<file path="config.mk">
export PLATFORM = sky130hd
export DESIGN_NAME = evt_cnt_bank
export DESIGN_NICKNAME = d
export VERILOG_FILES = /design/src/rtl/evt_cnt_pkg.sv /design/src/rtl/evt_cnt_cell.sv /design/src/rtl/evt_cnt_decode.sv /design/src/rtl/evt_cnt_readout.sv /design/src/rtl/evt_cnt_bank.sv
export SDC_FILE = /design/constraint.sdc
export NUM_CORES = 1
export LEC_CHECK = 0
export BUFFER_PORTS_ARGS = -buffer_cell sky130_fd_sc_hd__buf_2
export CAP_MARGIN = 20
export CORE_ASPECT_RATIO = 1.75
export CORE_MARGIN = 10
export CORE_UTILIZATION = 45
export DETAILED_ROUTE_END_ITERATION = 8
export PLACE_DENSITY = 0.68
export REMOVE_ABC_BUFFERS = 1
export SLEW_MARGIN = 20
export SYNTH_ARGS = -nofsm -noshare
export SYNTH_HDL_FRONTEND = slang
export SYNTH_SLANG_ARGS = --single-unit
</file>
<file path="constraint.sdc">
create_clock -name clk_i -period 2.1 [get_ports clk_i]
set_input_delay 0.105 -clock clk_i [delete_from_list [all_inputs] [get_ports clk_i]]
set_output_delay 0.105 -clock clk_i [all_outputs]
set_load 0.01 [all_outputs]
</file>
<file path="src/rtl/evt_cnt_pkg.sv">
package evt_cnt_pkg;
  localparam int unsigned CNT_W_DEF  = 16;
  localparam int unsigned BYTE_W_DEF = 8;
  localparam int unsigned ADDR_W_DEF = 9;
  localparam int unsigned N_CNT_DEF  = 4;
  localparam logic [8:0]  BASE_DEF   = 9'h040;
  localparam logic [8:0]  HOLD_DEF   = 9'h056;
endpackage

</file>
<file path="src/rtl/evt_cnt_cell.sv">
module evt_cnt_cell #(
  parameter int unsigned CNT_W = 16
) (
  input  logic             clk_i,
  input  logic             rst_ni,
  input  logic             inc_i,
  input  logic             clr_i,
  output logic [CNT_W-1:0] cnt_o
);
  localparam logic [CNT_W-1:0] MAX = {CNT_W{1'b1}};
  localparam logic [CNT_W-1:0] ONE = {{(CNT_W-1){1'b0}}, 1'b1};

  logic [CNT_W-1:0] cnt_q, cnt_d;

  always_comb begin
    cnt_d = cnt_q;
    if (clr_i)                     cnt_d = inc_i ? ONE : '0;  // keep coincident event
    else if (inc_i && cnt_q != MAX) cnt_d = cnt_q + ONE;
  end

  always_ff @(posedge clk_i or negedge rst_ni)
    if (!rst_ni) cnt_q <= '0;
    else         cnt_q <= cnt_d;

  assign cnt_o = cnt_q;

  a_r6_no_overflow: assert property (@(posedge clk_i) disable iff (!rst_ni)
    (cnt_q == MAX && !clr_i) |=> cnt_q == MAX);
  a_r5_evt_on_clear: assert property (@(posedge clk_i) disable iff (!rst_ni)
    (clr_i && inc_i) |=> cnt_q == ONE);
  a_r2_clear: assert property (@(posedge clk_i) disable iff (!rst_ni)
    (clr_i && !inc_i) |=> cnt_q == '0);
  a_r1_step: assert property (@(posedge clk_i) disable iff (!rst_ni)
    (!clr_i && inc_i && cnt_q != MAX) |=> cnt_q == $past(cnt_q) + ONE);
endmodule

</file>
<file path="src/rtl/evt_cnt_decode.sv">
module evt_cnt_decode #(
  parameter int unsigned ADDR_W = 9,
  parameter int unsigned N_CNT  = 4,
  parameter logic [ADDR_W-1:0] BASE = 9'h040,
  parameter logic [ADDR_W-1:0] HOLD = 9'h056
) (
  input  logic              clk_i,
  input  logic              rst_ni,
  input  logic [ADDR_W-1:0] addr_i,
  output logic [N_CNT-1:0]  hi_hit_o,
  output logic [N_CNT-1:0]  lo_hit_o,
  output logic              hold_hit_o
);
  for (genvar i = 0; i < N_CNT; i++) begin : g_dec
    localparam logic [ADDR_W-1:0] HI_A = BASE + ADDR_W'(2*i);
    localparam logic [ADDR_W-1:0] LO_A = BASE + ADDR_W'(2*i + 1);
    assign hi_hit_o[i] = (addr_i == HI_A);
    assign lo_hit_o[i] = (addr_i == LO_A);
  end
  assign hold_hit_o = (addr_i == HOLD);

  // at most one register selected per address
  a_r8_onehot_sel: assert property (@(posedge clk_i) disable iff (!rst_ni)
    $onehot0({hi_hit_o, lo_hit_o, hold_hit_o}));
endmodule

</file>
<file path="src/rtl/evt_cnt_readout.sv">
module evt_cnt_readout #(
  parameter int unsigned CNT_W  = 16,
  parameter int unsigned BYTE_W = 8,
  parameter int unsigned N_CNT  = 4
) (
  input  logic                        clk_i,
  input  logic                        rst_ni,
  input  logic                        rd_en_i,
  input  logic [N_CNT-1:0]            hi_hit_i,
  input  logic [N_CNT-1:0]            lo_hit_i,
  input  logic                        hold_hit_i,
  input  logic [N_CNT-1:0][CNT_W-1:0] cnt_i,
  output logic [BYTE_W-1:0]           rdata_o
);
  logic [BYTE_W-1:0] sel_byte, oth_byte, hold_q, rdata_q;
  logic              cnt_hit;

  always_comb begin
    sel_byte = '0;
    oth_byte = '0;
    for (int i = 0; i < N_CNT; i++) begin
      if (hi_hit_i[i]) begin
        sel_byte = cnt_i[i][CNT_W-1 -: BYTE_W];
        oth_byte = cnt_i[i][BYTE_W-1:0];
      end
      if (lo_hit_i[i]) begin
        sel_byte = cnt_i[i][BYTE_W-1:0];
        oth_byte = cnt_i[i][CNT_W-1 -: BYTE_W];
      end
    end
  end

  assign cnt_hit = |{hi_hit_i, lo_hit_i};

  always_ff @(posedge clk_i or negedge rst_ni)
    if (!rst_ni) begin
      hold_q  <= '0;
      rdata_q <= '0;
    end else if (rd_en_i) begin
      if (cnt_hit) begin
        rdata_q <= sel_byte;
        hold_q  <= oth_byte;
      end else if (hold_hit_i) begin
        rdata_q <= hold_q;
      end else begin
        rdata_q <= '0;
      end
    end

  assign rdata_o = rdata_q;

  a_r4_hold_stable: assert property (@(posedge clk_i) disable iff (!rst_ni)
    !(rd_en_i && cnt_hit) |=> $stable(hold_q));
  a_r8_unmapped_zero: assert property (@(posedge clk_i) disable iff (!rst_ni)
    (rd_en_i && !cnt_hit && !hold_hit_i) |=> rdata_q == '0);
  a_r4_hold_return: assert property (@(posedge clk_i) disable iff (!rst_ni)
    (rd_en_i && hold_hit_i) |=> rdata_q == $past(hold_q));
endmodule

</file>
<file path="src/rtl/evt_cnt_bank.sv">
module evt_cnt_bank
  import evt_cnt_pkg::*;
#(
  parameter int unsigned CNT_W  = CNT_W_DEF,
  parameter int unsigned ADDR_W = ADDR_W_DEF,
  parameter int unsigned N_CNT  = N_CNT_DEF,
  parameter logic [ADDR_W-1:0] BASE = BASE_DEF,
  parameter logic [ADDR_W-1:0] HOLD = HOLD_DEF,
  localparam int unsigned BYTE_W = CNT_W / 2
) (
  input  logic              clk_i,
  input  logic              rst_ni,
  input  logic [N_CNT-1:0]  evt_i,
  input  logic              rd_en_i,
  input  logic              wr_en_i,
  input  logic [ADDR_W-1:0] addr_i,
  input  logic [BYTE_W-1:0] wdata_i,
  output logic [BYTE_W-1:0] rdata_o
);
  logic [N_CNT-1:0]            hi_hit, lo_hit;
  logic                        hold_hit;
  logic [N_CNT-1:0][CNT_W-1:0] cnt;

  // write side has no target in this bank
  logic unused_wr;
  assign unused_wr = ^{wr_en_i, wdata_i};

  evt_cnt_decode #(
    .ADDR_W(ADDR_W), .N_CNT(N_CNT), .BASE(BASE), .HOLD(HOLD)
  ) u_decode (
    .clk_i, .rst_ni, .addr_i,
    .hi_hit_o(hi_hit), .lo_hit_o(lo_hit), .hold_hit_o(hold_hit)
  );

  for (genvar i = 0; i < N_CNT; i++) begin : g_cnt
    evt_cnt_cell #(.CNT_W(CNT_W)) u_cell (
      .clk_i, .rst_ni,
      .inc_i(evt_i[i]),
      .clr_i(rd_en_i && (hi_hit[i] || lo_hit[i])),
      .cnt_o(cnt[i])
    );
  end

  evt_cnt_readout #(
    .CNT_W(CNT_W), .BYTE_W(BYTE_W), .N_CNT(N_CNT)
  ) u_readout (
    .clk_i, .rst_ni, .rd_en_i,
    .hi_hit_i(hi_hit), .lo_hit_i(lo_hit), .hold_hit_i(hold_hit),
    .cnt_i(cnt), .rdata_o
  );
endmodule

</file>
==> metrics.md <==
| Metric | Value |
|---|---|
| Status | complete, no violations |
| Post-route minimum period | 1.85 ns |
| Number of synthesized flops with an enable pin | 0 |
| CP Launch Type | flop |
| Core ar. | 12400 um2 |
| Syn. warnings | 0 |
| CTS tree | yes |
| CTS Sinks | 80 |
| Seq pwr share | 42.5% |
| # rows | 54 |
| CP endpoint kind | flop |
| # DRC | 0 |
| Hold-fix buffers, CTS | 1 |
| Ys async rst share | 100% |
| Root Driver | clkbuf_16 |
| Total global-route track usage | 18.8% |
| Sequential fraction of the synthesis area | 35.5% |
| Internal Power | 3320 uW |
| Largest net degree at the start of global routing | 67 |
| Setup Fix Bufs, Post-CTS | 0 |
| Clk pwr share | 32.6% |
| Clock Path Buffers | 2 |
| CTS-repair resized insts | 0 |
| Maximum VDD drop | 0.000394 V |
| Endpoints failing setup | 0 |
| Area Overhead vs Synth | 12.2% |
| CTS clk-pin slew, worst paths | 0.07 ns |
| Synthesized area | 5650 um2 |
| Slew Limit Headroom | 53.6% |
| Starting Density | 45.7% |
| Max Cap Violations | 0 |
| Distinct cells, synth | 67 |
| Grt total ovfl | 0 |
| Detailed Routing Iterations Pass 1 | 5 |
| P_sw | 1690 uW |
| Iteration-0 DRC Markers | 448 |
| Final wirelength | 16.6 mm |
| Number of global-route vias before repair | 5273 |
| CP Data Required Time | 2.33 ns |
| Register area | 2000 um2 |
| Main flop type after synthesis | dfrtp_1 |
| M3 GR Usage | 2.98% |
| RePlAce Congestion | 0.934 |
| Slew @ Worst Pin | 0.687 ns |
| Crit-path max FO | 6 |
| Met1 Use GR | 19.6% |
| Pwr/cell area | 791 nW/um2 |
| LEAKAGE | 0.00257 uW |
| Final Net Count | 671 |
| # diodes | 0 |
| Max Fclk | 0.541 GHz |
| Initial antenna violation count | 0 |
| Footprint of the multi-input gates | 3360 um2 |
| Final hold violation count | 0 |
| Synth Area per Inst | 9.20 um2 |
| Layer with the highest usage | met2 |
| RSZ-0062 raised after global routing | no |
| PortBufs | 23 |
| Die area | 17600 um2 |
| GR Util met2 | 34.5% |
| Critical path arrival | 2.08 ns |
| Sw Ratio | 33.8% |
| Ports | 33 |
| Final Util | 51.2% |
| Min-Delay Path Class | in -> reg |
| Comb power frac | 24.9% |
| Crit path kind | reg -> reg |
| CTS H-Tree Depth | 3 |
| WL per Instance | 20.4 um |
| Antenna viol nets, final | 0 |
| Fillers | 1178 |
| Mapped Cells | 614 |
| First-pass GRT wire length | 27.2 mm |
| TritonCTS buffer count | 9 |
| Vias per cell | 6.49 |
| Part of the cycle the worst path needs | 88.1% |
| Y dimension of the die | 168 um |
| Clk_lat worst skew | 0.35 ns |
| Via count | 5290 |
| Hpwl dp | 12.3 mm |
| Layout cells sized above 1 | 16.5% |
| Yosys reg bits | 80 |
| Final Skew | 0.0101 ns |
| Slew Limit Fails | 0 |
| Final setup TNS | 0 ns |
| Die W | 105 um |
==> cell usage in the layout (no fill, tap or decap), drive strengths merged, types with 4 or more instances in the layout <==
cell / count
a211oi: 10
a21oi: 47
a221o: 4
a311oi: 4
a31oi: 4
and2: 8
and3: 11
and4: 16
buf: 57
clkbuf: 10
dfrtp: 80
ha: 4
inv: 18
mux2: 6
mux2i: 25
mux4: 14
nand2: 55
nand2b: 15
nand3: 29
nand3b: 4
nand4: 24
nor2: 27
nor2b: 13
nor3: 19
nor4: 9
o211ai: 17
o21ai: 22
o2bb2ai: 5
o31ai: 18
or3: 11
or4: 20
==> cells in the mapped netlist, types with 6 or more instances <==
cell      count  area, um2
nand3_1      28        140
mux2_2        6       67.6
or4_1        20        150
mux2i_1      25        250
and3_1       11       68.8
and2_1        8       50.1
o31ai_1      18        135
nor3_1       17       85.1
o21ai_0      22        110
and4_1       15        131
nor2b_1      13       81.3
nand4_1      22        138
nand2_1      55        206
inv_1        16       60.1
buf_2        17       85.1
dfrtp_1      80       2000
a21oi_1      47        235
or3_1        11       68.8
nand2b_1     15       93.8
nor2_1       27        101
clkbuf_1      9       33.8
o211ai_1     17        128
a211oi_1     10       75.1
mux4_2       14        315
==> path summary, 6_finish.rpt <==
path                       cells after the start  slack, ns                                 start                               endpoint
max reg2reg                                    5       0.25  g_cnt[1].u_cell.cnt_o[5]$_DFFE_PN0P_   g_cnt[1].u_cell.cnt_o[0]$_DFFE_PN0P_
min reg2reg                                    2       0.50       u_readout.hold_q[6]$_DFFE_PN0P_        u_readout.hold_q[6]$_DFFE_PN0P_
max                                            5       0.25  g_cnt[1].u_cell.cnt_o[5]$_DFFE_PN0P_   g_cnt[1].u_cell.cnt_o[0]$_DFFE_PN0P_
min in group asynchronous                      2       0.16                                rst_ni  g_cnt[2].u_cell.cnt_o[12]$_DFFE_PN0P_
min                                            3       0.09                              evt_i[3]   g_cnt[3].u_cell.cnt_o[0]$_DFFE_PN0P_
max in group asynchronous                      3       1.30                                rst_ni   g_cnt[1].u_cell.cnt_o[7]$_DFFE_PN0P_
==> routing by layer <==
layer,vias up,share of wire (%)
met5,-,0
met4,0,5.0
met3,47,4.2
met2,176,54
met1,2630,37
li1,2437,-
==> power by group through the flow <==
stage,Combinational (uW),Clock (uW),Sequential [uW]
after global routing,1380,1730,2160
final,1250,1640,2130
after CTS,1240,1660,2120
after global placement,1170,0,2130
after floorplan,720,0,2080
after detailed placement,1220,0,2150
==> cell type report <==
type	count	area share (%)
multi-input cells	476	53.0
flip-flops and latches	80	31.6
repair buffers	58	6.24
clock buffers	10	3.77
well taps	168	3.32
clock inverters	6	1.07
inverters	17	1.01
==> cell families after synthesis <==
| logic type | Yosys count | share of synthesized area, % |
|---|---|---|
| muxes | 45 | 11.2 |
| buffers and inverters | 58 | 5.07 |
| and+or+nand+nor | 268 | 28.5 |
| xor gates and xnor gates | 1 | 0.155 |
| AOI/OAI and AO/OA | 158 | 18.7 |
| adders and majority gates | 4 | 0.886 |
| DFF | 80 | 35.5 |
==> worst max-delay path: stages, from the launching register on <==
cell	delay (ns)
dfrtp_1	0.43
nand4_1	0.27
nor4_2	0.49
buf_4	0.21
a21oi_1	0.07
o221a_2	0.26
==> flip-flops by register name (all words and copies together), names as in the netlist <==
signal and count:
u_readout.hold_q 8, g_cnt.u_cell.cnt_o 64, u_readout.rdata_o 8
==> through the flow <==
step | total power, uW | instances | setup slack, ns | cell area (um2) | hold slack, ns
detailed placement | 3370 | 798 | 0.244 | 6020 | -0.0153
global route | 5270 | 815 | 0.0982 | 6340 | 0.120
global placement | 3300 | 798 | 0.309 | 6020 | -0.0198
finish | 5010 | 815 | 0.250 | 6340 | 0.0948
floorplan | 2800 | 573 | 0.396 | 5420 | -0.191
CTS | 5020 | 815 | 0.266 | 6340 | 0.0848
No activity file was read; power rests on OpenSTA's default activity.
